<file path="src/rtl/rxb_pkg.sv">
package rxb_pkg;
   typedef enum logic [1:0] {
      PK_IDLE = 2'd0,
      PK_KEEP = 2'd1,
      PK_DROP = 2'd2
   } pk_state_t;
endpackage

</file>
<file path="src/rtl/rxb_buf_regs.sv">
module rxb_buf_regs #(
   parameter int ADDR_W     = 32,
   parameter int WC_W       = 16,
   parameter int BEAT_BYTES = 2
) (
   input  logic              clk,
   input  logic              rst_n,
   input  logic              load_valid,
   input  logic [ADDR_W-1:0] load_addr,
   input  logic [WC_W-1:0]   load_wc,
   input  logic              beat_take,
   input  logic              beat_end,
   input  logic [WC_W-1:0]   eob_words,
   output logic [ADDR_W-1:0] ptr,
   output logic [WC_W-1:0]   wc,
   output logic              have_buf,
   output logic              low_space
);
   localparam int WPB = BEAT_BYTES / 2;

   logic [ADDR_W-1:0] aligned_addr;
   logic [WC_W-1:0]   wc_dec;

   generate
      if (BEAT_BYTES == 2) begin : g_align16
         assign aligned_addr = {load_addr[ADDR_W-1:1], 1'b0};
      end else begin : g_align32
         assign aligned_addr = {load_addr[ADDR_W-1:2], 2'b00};
      end
   endgenerate

   always_comb begin
      if (wc >= WC_W'(WPB)) wc_dec = wc - WC_W'(WPB);
      else                  wc_dec = '0;
   end

   assign low_space = (wc_dec < eob_words);

   always_ff @(posedge clk) begin
      if (!rst_n) begin
         ptr      <= '0;
         wc       <= '0;
         have_buf <= 1'b0;
      end else if (load_valid) begin
         ptr      <= aligned_addr;
         wc       <= load_wc;
         have_buf <= 1'b1;
      end else if (beat_take) begin
         ptr <= ptr + ADDR_W'(BEAT_BYTES);
         wc  <= wc_dec;
         if (beat_end && low_space) have_buf <= 1'b0;
      end
   end
endmodule

</file>
<file path="src/rtl/rxb_pkt_track.sv">
module rxb_pkt_track
   import rxb_pkg::*;
#(
   parameter int ADDR_W     = 32,
   parameter int BCNT_W     = 16,
   parameter int BEAT_BYTES = 2,
   parameter int LB_W       = 2
) (
   input  logic              clk,
   input  logic              rst_n,
   input  logic              pkt_valid,
   input  logic              pkt_sop,
   input  logic              pkt_eop,
   input  logic [LB_W-1:0]   pkt_last_bytes,
   input  logic              can_accept,
   input  logic [ADDR_W-1:0] ptr,
   input  logic              low_space,
   output logic              take,
   output logic              done_valid,
   output logic [ADDR_W-1:0] done_addr,
   output logic [BCNT_W-1:0] done_bytes,
   output logic              done_last,
   output logic              pkt_drop
);
   pk_state_t         state;
   logic [BCNT_W-1:0] cnt;
   logic [ADDR_W-1:0] start_r;
   logic [BCNT_W-1:0] beat_bytes_now;
   logic [BCNT_W-1:0] total;
   logic [ADDR_W-1:0] start_now;
   logic              drop_end;

   assign take = pkt_valid && (pkt_sop ? can_accept : (state == PK_KEEP));

   always_comb begin
      if (pkt_eop && (pkt_last_bytes != '0)) beat_bytes_now = BCNT_W'(pkt_last_bytes);
      else                                   beat_bytes_now = BCNT_W'(BEAT_BYTES);
      total     = (pkt_sop ? '0 : cnt) + beat_bytes_now;
      start_now = pkt_sop ? ptr : start_r;
      drop_end  = pkt_valid && pkt_eop && !take && (pkt_sop || (state == PK_DROP));
   end

   always_ff @(posedge clk) begin
      if (!rst_n) begin
         state      <= PK_IDLE;
         cnt        <= '0;
         start_r    <= '0;
         done_valid <= 1'b0;
         done_addr  <= '0;
         done_bytes <= '0;
         done_last  <= 1'b0;
         pkt_drop   <= 1'b0;
      end else begin
         done_valid <= take && pkt_eop;
         pkt_drop   <= drop_end;
         if (pkt_valid) begin
            if (pkt_eop)      state <= PK_IDLE;
            else if (pkt_sop) state <= can_accept ? PK_KEEP : PK_DROP;
         end
         if (take) begin
            cnt     <= total;
            start_r <= start_now;
         end
         if (take && pkt_eop) begin
            done_addr  <= start_now;
            done_bytes <= total;
            done_last  <= low_space;
         end
      end
   end
endmodule

</file>
<file path="src/rtl/rxb_fetch_ctl.sv">
module rxb_fetch_ctl (
   input  logic clk,
   input  logic rst_n,
   input  logic rx_enable,
   input  logic have_buf,
   input  logic fetch_empty,
   input  logic load_valid,
   output logic fetch_req,
   output logic rsrc_exhausted
);
   assign fetch_req = rx_enable && !have_buf;

   always_ff @(posedge clk) begin
      if (!rst_n)                        rsrc_exhausted <= 1'b0;
      else if (load_valid)               rsrc_exhausted <= 1'b0;
      else if (fetch_req && fetch_empty) rsrc_exhausted <= 1'b1;
   end
endmodule

</file>
<file path="src/rtl/rxbuf_space_tracker.sv">
module rxbuf_space_tracker #(
   parameter int ADDR_W     = 32,
   parameter int WC_W       = 16,
   parameter int BCNT_W     = 16,
   parameter int BEAT_BYTES = 2,
   localparam int LB_W      = $clog2(BEAT_BYTES) + 1
) (
   input  logic              clk,
   input  logic              rst_n,
   input  logic              rx_enable,
   input  logic [WC_W-1:0]   eob_words,
   input  logic              buf_load_valid,
   input  logic [ADDR_W-1:0] buf_load_addr,
   input  logic [WC_W-1:0]   buf_load_wc,
   output logic              fetch_req,
   input  logic              fetch_empty,
   output logic              rsrc_exhausted,
   input  logic              pkt_valid,
   input  logic              pkt_sop,
   input  logic              pkt_eop,
   input  logic [LB_W-1:0]   pkt_last_bytes,
   output logic              wr_en,
   output logic [ADDR_W-1:0] wr_addr,
   output logic [WC_W-1:0]   rem_words,
   output logic              done_valid,
   output logic [ADDR_W-1:0] done_addr,
   output logic [BCNT_W-1:0] done_bytes,
   output logic              done_last,
   output logic              pkt_drop
);
   generate
      if (!(BEAT_BYTES == 2 || BEAT_BYTES == 4)) begin : g_bad_beat
         $error("BEAT_BYTES must be 2 or 4");
      end
      if (ADDR_W < 8 || WC_W < 2 || BCNT_W < 4) begin : g_bad_width
         $error("width parameter too small");
      end
   endgenerate

   logic [ADDR_W-1:0] ptr;
   logic              have_buf;
   logic              low_space;
   logic              take;

   rxb_buf_regs #(
      .ADDR_W(ADDR_W), .WC_W(WC_W), .BEAT_BYTES(BEAT_BYTES)
   ) buf_i (
      .clk(clk), .rst_n(rst_n),
      .load_valid(buf_load_valid), .load_addr(buf_load_addr), .load_wc(buf_load_wc),
      .beat_take(take), .beat_end(pkt_eop), .eob_words(eob_words),
      .ptr(ptr), .wc(rem_words), .have_buf(have_buf), .low_space(low_space)
   );

   rxb_pkt_track #(
      .ADDR_W(ADDR_W), .BCNT_W(BCNT_W), .BEAT_BYTES(BEAT_BYTES), .LB_W(LB_W)
   ) pkt_i (
      .clk(clk), .rst_n(rst_n),
      .pkt_valid(pkt_valid), .pkt_sop(pkt_sop), .pkt_eop(pkt_eop),
      .pkt_last_bytes(pkt_last_bytes),
      .can_accept(rx_enable && have_buf), .ptr(ptr), .low_space(low_space),
      .take(take), .done_valid(done_valid), .done_addr(done_addr),
      .done_bytes(done_bytes), .done_last(done_last), .pkt_drop(pkt_drop)
   );

   rxb_fetch_ctl fetch_i (
      .clk(clk), .rst_n(rst_n), .rx_enable(rx_enable), .have_buf(have_buf),
      .fetch_empty(fetch_empty), .load_valid(buf_load_valid),
      .fetch_req(fetch_req), .rsrc_exhausted(rsrc_exhausted)
   );

   assign wr_en   = take;
   assign wr_addr = ptr;
endmodule

</file>
<file path="config.mk">
export PLATFORM = sky130hd
export DESIGN_NAME = rxbuf_space_tracker
export DESIGN_NICKNAME = d
export VERILOG_FILES = /design/src/rtl/rxb_pkg.sv /design/src/rtl/rxb_buf_regs.sv /design/src/rtl/rxb_pkt_track.sv /design/src/rtl/rxb_fetch_ctl.sv /design/src/rtl/rxbuf_space_tracker.sv
export SDC_FILE = /design/constraint.sdc
export NUM_CORES = 1
export LEC_CHECK = 0
export CAP_MARGIN = 10
export CORE_AREA = 2 2 134 123
export CTS_CLUSTER_DIAMETER = 60
export DETAILED_ROUTE_END_ITERATION = 10
export DIE_AREA = 0 0 136 125
export MAX_ROUTING_LAYER = met4
export PLACE_DENSITY = 0.87
export SYNTH_ARGS = -nofsm -noshare
export SYNTH_HDL_FRONTEND = slang
export SYNTH_HIERARCHICAL = 1
export SYNTH_SLANG_ARGS = --single-unit
</file>
<file path="constraint.sdc">
create_clock -name clk -period 3.9 [get_ports clk]
set_input_delay 0.78 -clock clk [delete_from_list [all_inputs] [get_ports clk]]
set_output_delay 0.78 -clock clk [all_outputs]
set_load 0.02 [all_outputs]
</file>
After elaboration in Yosys (flattened, before gate mapping) --
Cells that the tools add are included. W data, S select, Z words.
Word-level totals: flip-flop bits (word level) 151, bits in latches 0, bits in writable memories 0, ROM bits 0, input bits 74, output and inout bits 102, word-level logic and storage cells 56, memories kept 0
Cells by class: $add $sub $neg 3, $mul 0, divide/modulo/power cells 0, $lt $le $gt $ge 2, equality and inequality tests 2, shift operators 0, multiplexer cells 15, bitwise operators 1, reduce and logical (&&, ||, !) cells 20
Operators with widths (number):
- $mux W32 | 3
- $mux W16 | 4
- $add A32 B2 Y32 const B | 1
- $add A16 B2 Y16 | 1
- $ge A16 B1 Y1 const B | 1
- $lt A16 B16 Y1 | 1
- $sub A16 B1 Y16 const B | 1
- $logic_and A1 B1 Y1 | 10
- $mux W2 | 4
- $reduce_bool A2 Y1 | 4
- $mux W1 | 4
- $reduce_and A2 Y1 | 2
- $eq A2 B1 Y1 const B | 1
- $eq A2 B2 Y1 const B | 1
- $logic_not A1 Y1 | 2
- $reduce_or A2 Y1 | 1
- $logic_or A1 B1 Y1 | 1
- $not A1 Y1 | 1

Longest topological paths before layout --
Gate-level depths: netlist of the first run.
word-level depth 7, gate-level depth with buffers 15, depth with buffers taken out 15

Hierarchy --
The synthesis of the first run kept the hierarchy.
Modules (own cells, without submodules):
- rxb_pkt_track | times used 1, cells an instance 519, area an instance 4408.0 um^2, sequential area each 2021.9 um^2
- rxb_buf_regs | times used 1, cells an instance 431, area an instance 3410.8 um^2, sequential area each 960.9 um^2
- rxb_fetch_ctl | times used 1, cells an instance 6, area an instance 51.3 um^2, sequential area each 20.0 um^2
- rxbuf_space_tracker | times used 1, cells an instance 1, area an instance 6.3 um^2, sequential area each 0.0 um^2

Worst setup path before layout of the first run --
No wires, ideal clock.
path type register to register, from register buf_i.wc[0], to register buf_i.have_buf, setup time 0.119 ns, arrival time 3.229 ns, data required time 3.781 ns, slack 0.552 ns, stages on the path, launching flop included 14, buffers on the path 1, clock period less this slack 3.348 ns, cell sequence dfxtp_1 -> inv_1 -> ha_1 -> nor3b_1 -> nand4_1 -> nor2_2 -> buf_2 -> nor2_1 -> ha_1 -> and3b_1 -> a2111oi_0 -> o22ai_1 -> o21a_1 -> o221a_2
Between the ends: cells in the longest elaborated chain, start to end 6, elaborated cells between the ends (all ways) 7, those cells by class add/sub: 1; order compare: 2; mux: 1; reduce/logical: 3
RTL lines:
- start: declaration | RTL line rxb_buf_regs.sv:15 | output logic [WC_W-1:0] wc,
- start signal: assignment | RTL line rxb_buf_regs.sv:46 | wc <= load_wc;
- start signal: assignment | RTL line rxb_buf_regs.sv:50 | wc <= wc_dec;
- $sub A16 B1 Y16 or $ge A16 B1 Y1 (tied branches) | RTL line rxb_buf_regs.sv:33 | if (wc >= WC_W'(WPB)) wc_dec = wc - WC_W'(WPB);
- $mux W16 * | RTL line rxb_buf_regs.sv:33
- $lt A16 B16 Y1 * | RTL line rxb_buf_regs.sv:37 | assign low_space = (wc_dec < eob_words);
- $logic_and A1 B1 Y1 * | RTL line rxb_buf_regs.sv:51 | if (beat_end && low_space) have_buf <= 1'b0;
- $reduce_bool A2 Y1 (no source line) *
- $reduce_and A2 Y1 (no source line) *
- end signal: assignment | RTL line rxb_buf_regs.sv:43 | have_buf <= 1'b0;
- end signal: assignment | RTL line rxb_buf_regs.sv:47 | have_buf <= 1'b1;
- end signal: assignment | RTL line rxb_buf_regs.sv:51
- end: declaration | RTL line rxb_buf_regs.sv:16 | output logic have_buf,
Mark *: on every way between the ends. The rest lies on a longest branch, timed or not. A chain may end at the register's enable or synchronous reset.

Worst setup path after layout of the first run --
from input port rx_enable, to output port wr_en
Between the ends: cells in the longest elaborated chain, start to end 3
RTL lines:
- start: declaration | RTL line rxbuf_space_tracker.sv:10 | input logic rx_enable,
- $logic_and A1 B1 Y1 | RTL line rxbuf_space_tracker.sv:60 | .can_accept(rx_enable && have_buf), .ptr(ptr), .low_space(low_space),
- $mux W1 | RTL line rxb_pkt_track.sv:33 | assign take = pkt_valid && (pkt_sop ? can_accept : (state == PK_KEEP));
- $logic_and A1 B1 Y1 | RTL line rxb_pkt_track.sv:33
- end: declaration | RTL line rxbuf_space_tracker.sv:22 | output logic wr_en,
Every way passes these cells.

==> results of run 1 <==
[layer usage]
layer / GRT usage (%) / wire length, µm
met5: - / 0
met4: 8.272 / 421
met3: 6.002 / 1455
met2: 43.57 / 10610
met1: 33.95 / 9709
[per-stage QoR]
stage	total power [µW]	cell area (µm²)	hold slack, ps	util, %
floorplan	1993	7876	431.8	-
CTS	3867	10280	451.1	65.27
global route	4000	10280	479.9	65.31
global placement	2234	9698	430.2	61.59
finish	3848	10280	452.4	65.31
detailed placement	2247	9698	442.8	61.59
[state kept, by name, indices dropped and copies added, names as in the netlist]
signal and flops:
buf_i/ptr 31, pkt_i/done_last 1, fetch_i/rsrc_exhausted 1, pkt_i/cnt 16
pkt_i/done_valid 1, pkt_i/pkt_drop 1, buf_i/wc 16, buf_i/have_buf 1
pkt_i/done_addr 32, pkt_i/state 2, pkt_i/done_bytes 16, pkt_i/start_r 32
[what timing repair did]
action | CTS | global route
resized for setup | 0 | 1
setup endpoints to repair | 0 | 1
buffers inserted | 0 | 0
hold buffers | 0 | 0
[critical path: stages]
cell and delay, ps:
clkdlybuf4s50_1 480, and2_1 230, nand2_1 170, a21bo_1 240
inv_1 200, clkdlybuf4s50_1 650
[worst paths after layout]
check | startpoint | end | slack [ps] | cells after the start
min | pkt_i/cnt[0] | pkt_i/cnt[0] | 450 | 2
max reg2reg | buf_i/wc[0] | pkt_i/done_last | 410 | 14
max | rx_enable | wr_en | 370 | 6
min reg2reg | pkt_i/cnt[0] | pkt_i/cnt[0] | 450 | 2
[report_power, final]
part | switching [µW] | internal [µW] | total (µW)
clock | 722 | 904 | 1630
sequential | 75.5 | 1580 | 1660
combinational | 297 | 270 | 567
total | 1090 | 2750 | 3850
[area by class of cell]
| type | instances | area [µm²] | share of cell area (%) |
|---|---|---|---|
| sequential | 150 | 3003 | 29.20 |
| clock inverter | 15 | 153.9 | 1.497 |
| timing repair buffer | 192 | 1877 | 18.25 |
| inverter | 38 | 142.6 | 1.387 |
| multi-input combinational | 697 | 4422 | 43.00 |
| tap | 207 | 259.0 | 2.519 |
| clock buffer | 17 | 425.4 | 4.137 |
[cells by family (layout without fill, tap and decap cells)]
logic type,Yosys count,in the layout,synth area share [%]
flip-flops,150,150,38.13
AO/OA/AOI/OAI,263,263,21.13
multiplexers,37,37,4.718
AND/OR/NAND/NOR,332,332,21.87
other,1,1,0.04761
XOR/XNOR,43,43,4.782
buffers and inverters,110,262,5.893
adder cells (fa/ha/maj),21,21,3.431
[cell usage after synthesis, drive strengths merged (6+ instances only)]
cell      n  area share [%]
nor4     17             2.2
dfxtp   150              38
a21oi    94             6.0
nand3    25             1.6
mux2i    36             4.6
and3     11            0.89
o21ai    61             3.9
o31ai     6            0.57
xor2     10             1.1
and4      7            0.79
o211a    13             1.7
a31oi    10            0.79
or4       7            0.71
xnor2    33             3.7
nand4    16             1.4
a211oi   36             3.4
or3       8            0.70
ha       20             3.2
nor2     62             3.0
nand2   121             5.8
buf      25             1.8
nor2b     7            0.56
nand2b    9            0.71
inv      38             1.8
clkbuf   47             2.3
nor3     21             1.3
[placed cells by master, fill, tap and decap left out, types with 4 or more instances in the layout]
cell,Yosys,routed
a21o_1,5,5
o211a_1,13,13
a31oi_1,10,10
nor4_1,10,10
nand4_1,15,15
nand3_1,25,25
inv_1,37,36
ha_1,20,20
dfxtp_1,150,150
inv_6,0,8
clkdlybuf4s50_1,0,171
a211oi_1,36,36
nand2_1,121,121
o31ai_1,6,6
or4_1,6,6
or3_1,7,7
and4_1,6,6
nand2b_1,9,9
nor3_1,21,21
a41o_1,4,4
nor2_1,61,61
and3_1,10,10
xnor2_1,33,33
nor4_2,4,4
and2_1,5,5
nor2b_1,7,7
clkbuf_16,0,17
a21oi_1,93,93
o21ai_0,60,60
xor2_1,10,10
mux2i_1,36,36
buf_4,2,18
==> out/metrics.csv, run 1 <==
metric,value,unit
outcome,finished clean,
CTS Root Cell,clkbuf_16,
pre-CTS WS,350.4,ps
RSZ-0062 raised after global routing,no,
syn_nets,1052,
Worst slew margin,30.00,%
die width,136,µm
FMAX,0.2830,GHz
final setup fails,0,
die area,17000,µm²
nature of the critical path startpoint,input pin,
Post-synth EDFFs,0,
"Req. time, crit path",3120,ps
CTS max path bufs,2,
Slew @ Worst Pin,1049,ps
library cells used by synthesis,78,
setup ws final,366.1,ps
Peak VDD IR,0.3612,mV
crit-path max FO,5,
first-pass GRT wire length,36140,µm
Clock Sink Count,150,
kind of critical path,in2out,
most used flip-flop cell after synthesis,dfxtp_1,
placed insts,1284,
dpl hpwl,14940,µm
Fillers,1318,
Pwr per Cell Area,374.2,nW/µm²
final clock skew,9.594,ps
largest net degree at the start of global routing,74,
diodes inserted,0,
Slew Limit Fails,0,
max-cap violation count,0,
PortBufs,173,
setup tns final,0,ps
min Tclk post-route,3534,ps
starting density of the core,50.02,%
CTS tree,yes,
Crit. End Element,primary output,
Hold Crit Class,reg2reg,
Post-Syn Instances,957,
DRT Pass-1 Iters,6,
vias in the first global route,7305,
LEAKAGE,0.003795,µW
Fin. Hold Viols,0,
share of layout cells above drive strength 1,7.124,%
post-synthesis register bit count,150,
# rows,44,
sequential area share after synthesis,38.13,%
"Clk Latency, worst-skew pair",420,ps
routed via count,7660,
async set-or-reset flop fraction in the synthesized netlist,0,%
num ports,176,
fin cells,1316,
total core area,15750,µm²
total CTS buffers,17,
final RePlAce weighted congestion,0.9285,
drt drc,0,
"Avg Cell Area, Syn",8.230,µm²
period utilization,90.61,%
clock transition at the registers of the reported paths,60,ps
Area Overhead vs Synth,30.55,%
initial antenna violation count,0,
Mapped Area,7876,µm²
Ys Warns,6,
crit path DAT,2750,ps
Routed Wire Length,22200,µm
gr usage total,27.09,%
Initial DRC Count,527,
total grt overflow,0,
Vias/cell,5.821,
Die Ht,125,µm
wire per inst,16.87,µm
H-tree Lvls,4,
Final ANT Viol Nets,0,
layout net count,1191,
Power figures use the tool's default switching activity.
==> run 2, diff against run 1 <==
Settings changed: SLEW_MARGIN set to 10.
==> results of run 2 <==
The final DEF is identical to that of run 1; final timing and power are the same.
